===== src/rtl/pulse_pace_pkg.sv =====
package pulse_pace_pkg;

    localparam int CH_NUM = 2;

    typedef struct packed {
        logic vld;
        logic lvl;
    } pace_upd_t;

    typedef enum logic [1:0] {
        OPT_SRC_DATA = 2'b00,
        OPT_SRC_CH0  = 2'b01,
        OPT_SRC_CH1  = 2'b10,
        OPT_SRC_IDLE = 2'b11
    } opt_src_e;

    function automatic pace_upd_t pick_update(
        input logic bypass,
        input logic strobe,
        input logic level,
        input logic slot,
        input logic head_ok,
        input logic head_level
    );
        pace_upd_t u;
        if (bypass) begin
            u.vld = strobe;
            u.lvl = level;
        end else begin
            u.vld = slot & head_ok;
            u.lvl = head_level;
        end
        return u;
    endfunction

endpackage


===== src/rtl/pace_slot_timer.sv =====
module pace_slot_timer #(
    parameter int IVL_W = 8
) (
    input  logic             clk,
    input  logic             rst,
    input  logic             frm_sync,
    input  logic [IVL_W-1:0] ivl_new,
    input  logic [IVL_W-1:0] ivl_cur,
    output logic             slot
);
    localparam int TW = IVL_W + 2;

    logic [TW-1:0] tmr_q;
    logic [TW-1:0] span_new;
    logic [TW-1:0] span_cur;

    assign span_new = {ivl_new, 2'b00} - TW'(1);
    assign span_cur = {ivl_cur, 2'b00} - TW'(1);

    // A slot fires when the down-counter has expired; the sync cycle never fires.
    assign slot = (tmr_q == '0) && !frm_sync && (ivl_cur != '0);

    always_ff @(posedge clk) begin
        if (rst) begin
            tmr_q <= '0;
        end else if (frm_sync) begin
            tmr_q <= span_new;
        end else if (tmr_q == '0) begin
            tmr_q <= span_cur;
        end else begin
            tmr_q <= tmr_q - TW'(1);
        end
    end

endmodule


===== src/rtl/pace_fifo.sv =====
module pace_fifo #(
    parameter int DEPTH = 8,
    parameter int CNT_W = $clog2(DEPTH + 1)
) (
    input  logic             clk,
    input  logic             rst,
    input  logic             clr,
    input  logic             push,
    input  logic             push_level,
    input  logic             pop,
    output logic             head_ok,
    output logic             head_level,
    output logic [CNT_W-1:0] count,
    output logic             ovf
);
    localparam int PTR_W = (DEPTH > 1) ? $clog2(DEPTH) : 1;

    logic [DEPTH-1:0] store_q;
    logic [PTR_W-1:0] rd_q;
    logic [PTR_W-1:0] wr_q;
    logic [CNT_W-1:0] cnt_q;
    logic             ovf_q;
    logic             do_pop;
    logic             room;
    logic             do_push;

    function automatic logic [PTR_W-1:0] bump(input logic [PTR_W-1:0] p);
        return (p == PTR_W'(DEPTH - 1)) ? '0 : p + PTR_W'(1);
    endfunction

    assign head_ok    = (cnt_q != '0);
    assign head_level = store_q[rd_q];
    assign do_pop     = pop && head_ok;
    assign room       = (cnt_q != CNT_W'(DEPTH)) || do_pop;
    assign do_push    = push && room;
    assign count      = cnt_q;
    assign ovf        = ovf_q;

    always_ff @(posedge clk) begin
        if (rst) begin
            store_q <= '0;
            rd_q    <= '0;
            wr_q    <= '0;
            cnt_q   <= '0;
            ovf_q   <= 1'b0;
        end else if (clr) begin
            rd_q  <= '0;
            wr_q  <= '0;
            cnt_q <= '0;
        end else begin
            if (do_push) begin
                store_q[wr_q] <= push_level;
                wr_q          <= bump(wr_q);
            end
            if (do_pop) begin
                rd_q <= bump(rd_q);
            end
            if (push && !room) begin
                ovf_q <= 1'b1;
            end
            cnt_q <= cnt_q + CNT_W'(do_push) - CNT_W'(do_pop);
        end
    end

endmodule


===== src/rtl/pulse_width_guard.sv =====
module pulse_width_guard
    import pulse_pace_pkg::*;
#(
    parameter int MW_W = 8
) (
    input  logic            clk,
    input  logic            rst,
    input  pace_upd_t       upd,
    input  logic [MW_W-1:0] maxw,
    output logic            pulse_n
);
    localparam int CW = MW_W + 2;

    logic [CW-1:0] low_cnt_q;
    logic          forced_q;
    logic [CW-1:0] limit;
    logic [CW-1:0] cnt_inc;

    assign limit   = {1'b0, maxw, 1'b1};
    assign cnt_inc = low_cnt_q + CW'(1);

    always_ff @(posedge clk) begin
        if (rst) begin
            pulse_n   <= 1'b1;
            low_cnt_q <= '0;
            forced_q  <= 1'b0;
        end else if (upd.vld) begin
            if (upd.lvl) begin
                pulse_n   <= 1'b1;
                low_cnt_q <= '0;
                forced_q  <= 1'b0;
            end else if (forced_q) begin
                pulse_n <= 1'b1;
            end else if (cnt_inc > limit) begin
                pulse_n   <= 1'b1;
                forced_q  <= 1'b1;
                low_cnt_q <= cnt_inc;
            end else begin
                pulse_n   <= 1'b0;
                low_cnt_q <= cnt_inc;
            end
        end
    end

endmodule


===== src/rtl/pulse_pace_top.sv =====
module pulse_pace_top
    import pulse_pace_pkg::*;
#(
    parameter int DEPTH = 8,
    parameter int IVL_W = 8,
    parameter int MW_W  = 8
) (
    input  logic                clk,
    input  logic                rst,
    input  logic                frm_sync,
    input  logic [IVL_W-1:0]    cfg_interval,
    input  logic [MW_W-1:0]     cfg_maxwidth,
    input  logic [CH_NUM-1:0]   upd_strobe,
    input  logic [CH_NUM-1:0]   upd_level,
    input  logic [1:0]          opt_sel,
    input  logic                opt_data,
    output logic [CH_NUM-1:0]   pulse_n,
    output logic                opt_tx,
    output logic [CH_NUM-1:0]   fifo_ovf
);
    localparam int CNT_W = $clog2(DEPTH + 1);

    logic [IVL_W-1:0]        ivl_q;
    logic [MW_W-1:0]         mw_q;
    logic                    bypass;
    logic                    slot_stb;
    logic [CH_NUM*CNT_W-1:0] fifo_cnt_all;

    always_ff @(posedge clk) begin
        if (rst) begin
            ivl_q <= '0;
            mw_q  <= '0;
        end else if (frm_sync) begin
            ivl_q <= cfg_interval;
            mw_q  <= cfg_maxwidth;
        end
    end

    assign bypass = (ivl_q == '0);

    pace_slot_timer #(.IVL_W(IVL_W)) timer_i (
        .clk      (clk),
        .rst      (rst),
        .frm_sync (frm_sync),
        .ivl_new  (cfg_interval),
        .ivl_cur  (ivl_q),
        .slot     (slot_stb)
    );

    for (genvar ch = 0; ch < CH_NUM; ch++) begin : g_ch
        logic       strobe_ok;
        logic       head_ok;
        logic       head_level;
        pace_upd_t  apply;

        assign strobe_ok = upd_strobe[ch] && !frm_sync;
        assign apply     = pick_update(bypass, strobe_ok, upd_level[ch],
                                       slot_stb, head_ok, head_level);

        pace_fifo #(.DEPTH(DEPTH), .CNT_W(CNT_W)) fifo_i (
            .clk        (clk),
            .rst        (rst),
            .clr        (frm_sync),
            .push       (strobe_ok && !bypass),
            .push_level (upd_level[ch]),
            .pop        (slot_stb),
            .head_ok    (head_ok),
            .head_level (head_level),
            .count      (fifo_cnt_all[ch*CNT_W +: CNT_W]),
            .ovf        (fifo_ovf[ch])
        );

        pulse_width_guard #(.MW_W(MW_W)) guard_i (
            .clk     (clk),
            .rst     (rst),
            .upd     (apply),
            .maxw    (mw_q),
            .pulse_n (pulse_n[ch])
        );
    end

    always_comb begin
        unique case (opt_src_e'(opt_sel))
            OPT_SRC_DATA: opt_tx = opt_data;
            OPT_SRC_CH0:  opt_tx = pulse_n[0];
            OPT_SRC_CH1:  opt_tx = pulse_n[1];
            default:      opt_tx = 1'b1;
        endcase
    end

endmodule


===== config.mk =====
export PLATFORM = sky130hd
export DESIGN_NAME = pulse_pace_top
export DESIGN_NICKNAME = d
export VERILOG_FILES = /design/src/rtl/pulse_pace_pkg.sv /design/src/rtl/pace_slot_timer.sv /design/src/rtl/pace_fifo.sv /design/src/rtl/pulse_width_guard.sv /design/src/rtl/pulse_pace_top.sv
export SDC_FILE = /design/constraint.sdc
export NUM_CORES = 1
export LEC_CHECK = 0
export BUFFER_PORTS_ARGS = -buffer_cell sky130_fd_sc_hd__buf_2
export CORE_MARGIN = 1
export CORE_UTILIZATION = 50
export DETAILED_ROUTE_END_ITERATION = 16
export HOLD_SLACK_MARGIN = 0.02
export PLACE_DENSITY = 0.68
export SLEW_MARGIN = 25
export SYNTH_ARGS = -nofsm -noshare
export SYNTH_HDL_FRONTEND = slang
export SYNTH_SLANG_ARGS = --single-unit

===== constraint.sdc =====
create_clock -name clk -period 3.46 [get_ports clk]
set_input_delay 0.692 -clock clk [delete_from_list [all_inputs] [get_ports clk]]
set_output_delay 0.692 -clock clk [all_outputs]
set_load 0.05 [all_outputs]

==> results.md <==
- Outcome: completed
- Multi-input logic area: 3100 um^2
- H-tree levels: 3
- PwrDens: 374 nW/um^2
- # diodes: 0
- Register area share after synthesis: 34.1%
- Syn_nets: 672
- Cell variety after synth: 53
- ANT nets after route: 0
- Max Cap Viol: 0
- Ranking of synthesized cells by area: dfxtp_1, ha_1, mux2i_1
- Via count: 4257
- DRC: 0
- DIE WIDTH: 104 um
- Die Ht: 104 um
- Synth Instances: 604
- Final net count: 690
- Reg2reg start: ivl_q[0]
- Initial antenna violation count: 0
- Setup TNS: 0 ns
- WL per Instance: 14.7 um
- Mapped Area: 5160 um^2
- Clock root buffer: clkbuf_8
- Crit Path Category: reg2reg
- Routed WL: 11.1 mm
- Clock Path Buffers: 2
- Crit. End Element: flop
- Tot GR Track Use: 21.6%
- FP Rows: 36
- Die Area: 10700 um^2
- Final WS setup: 0.334 ns
- Crit-path max FO: 11
- Layout cells sized above 1: 10.5%
- Endpoints failing hold: 0
- Largest net degree at the start of global routing: 27
- Simple-gate share of the synthesized area: 22.6%
- Synth Register Bits: 88
- Leak: 2.41 nW
- RSZ-0062 raised after global routing: false
- Global placer's final weighted congestion: 0.816
- R2R Setup Slk: 0.33 ns
- Postcts setup bufs: 0
- Startpoint type of the worst setup path: flop
- Layout fillers: 930
- Worst path required time: 3.70 ns
- Port bufs: 30
- First-pass GRT wire length: 18.9 mm
- Min cycle time layout: 3.13 ns
- Synth area leader: dfxtp_1
- Post-DP Area: 5380 um^2
- Area Overhead vs Synth: 8.15%
- IO Pins: 31
- Setup Skew: 0.0159 ns
- Place WS: 0.361 ns
- Combinational family with the most area after synthesis: simple AND/OR/NAND/NOR gates
- Max IR drop VDD: 226 uV
- Tightest Pin Transition: 0.625 ns
- Post-route clock period utilization: 90.4%
- Top FF cell, synth: dfxtp_1
- Hold Startpoint: g_ch[1].fifo_i.store_q[7]
- Ys async rst share: 0%
- Seq. cell area: 1760 um^2
- Iter 0 DRT Violations: 155
- Drt first pass iters: 4
- Clk slew on worst S/H paths: 0.08 ns
- Post-synthesis xor/xnor area fraction: 5.60%
- # clock sinks: 88
- Fin area: 5580 um^2
- Synth Area in Adders: 10.5%
- Capturing point of the worst reg2reg path: g_ch[0].fifo_i.count[3]
- Clk_lat worst skew: 0.37 ns
- Hold_buf cts: 0
- Yosys top cell area share: 34.1%
- Vias in the first global route: 4054
- Compound-Gate Fraction of Synth Area: 13.1%
- Commonest non-fill, non-tap cells in the layout: dfxtp_1, nand2_1, nor2_1, ha_1, inv_1
- Num CTS Buffers: 9
- HP Class: reg2reg
- Core ar.: 9910 um^2
- Detailed Place HPWL: 8.41 mm
- Post-CTS sizing: 0
- Mux contribution to synthesized area: 8.34%
- Slew HR: 58.0%
- Initial core utilization: 52.1%
- Mean Syn Cell Area: 8.55 um^2
- Hold path cells: 2
- CTS tree: yes
- Commonest non-fill, non-tap cell in the layout: dfxtp_1
- Tot Pwr: 2.09 mW
- Hold endpoint: g_ch[1].fifo_i.store_q[7]
- Critical Path AT: 3.37 ns
- Grt ovf: 0
- Final Slew Violations: 0
- Syn. warnings: 0
- Final setup fails: 0
- Max Fclk: 0.320 GHz
- Vias per cell: 5.60
- Worst R2R Path Depth: 11
- EDFF count, synth: 0
registers in the layout, indices dropped and copies added, names as in the netlist:
name                    count
g_ch.fifo_i.wr_q            6
g_ch.fifo_i.rd_q            6
g_ch.fifo_i.count           8
g_ch.guard_i.forced_q       2
g_ch.guard_i.low_cnt_q     20
g_ch.fifo_i.store_q        16
ivl_q                       8
g_ch.guard_i.pulse_n        2
timer_i.tmr_q              10
g_ch.fifo_i.ovf             2
mw_q                        8
per-layer routing:
layer / global-route usage (%) / wire (um) / vias to the layer above
met1: 28.0 / 5320 / 1984
met5: 0 / 0 / -
met4: 8.90 / 221 / 0
li1: - / - / 2167
met3: 2.83 / 408 / 19
met2: 36.3 / 5200 / 87
synth_stat cells (all sizes together), types with 12 or more instances:
master / number
ha: 40
nor4: 15
nand2: 64
clkbuf: 18
a21oi: 33
buf: 12
nor2: 59
xnor2: 18
dfxtp: 88
xor2: 15
nand3: 19
mux2i: 34
o21ai: 16
inv: 39
nor3: 14
logic make-up after synthesis:
| family | count (synthesis) |
|---|---|
| fa+ha+maj | 42 |
| compound gates | 100 |
| flops | 88 |
| simple gates | 234 |
| buf+inv | 69 |
| xor+xnor | 33 |
| mux | 38 |
metrics by stage:
stage	util [%]	instances	hold WS [ns]
3_3_place_gp	54.3	744	0.434
5_1_grt	56.3	760	0.486
2_1_floorplan	-	604	0.427
3_5_place_dp	54.3	744	0.453
4_1_cts	56.3	760	0.468
6_report	56.3	760	0.465
power breakdown:
part | switching, mW | internal (mW)
sequential | 0.0286 | 1.04
clock | 0.379 | 0.358
combinational | 0.171 | 0.112
total | 0.578 | 1.51
worst max-delay path by stage:
stage          startpoint                 endpoint  slack [ns]
3_3_place_gp     ivl_q[0]  g_ch[0].fifo_i.count[2]        0.52
3_5_place_dp     ivl_q[0]  g_ch[0].fifo_i.count[3]        0.36
2_1_floorplan    ivl_q[0]  g_ch[0].fifo_i.count[2]        0.50
5_1_grt          ivl_q[0]  g_ch[0].fifo_i.count[3]         0.1
4_1_cts          ivl_q[0]  g_ch[0].fifo_i.count[3]        0.36
6_report         ivl_q[0]  g_ch[0].fifo_i.count[3]        0.33
critical path: stages (launching register included):
cell     delay (ns)
dfxtp_1        0.36
inv_1          0.07
ha_1           0.20
or3b_2         0.49
or2_1          0.33
a31oi_1        0.46
nor2_1         0.27
ha_1           0.27
a21o_1         0.16
a21oi_1        0.20
xnor2_1        0.15
nor2_1         0.05
area by class of cell:
class                   count  area share, %
clock buffers              10           2.47
clock inverters             6           1.19
inverters                  39           2.62
multi-input cells         447           55.5
flip-flops and latches     88           31.6
well taps                 133           2.98
repair buffers             37           3.63
(Power assumes the default switching activity.)
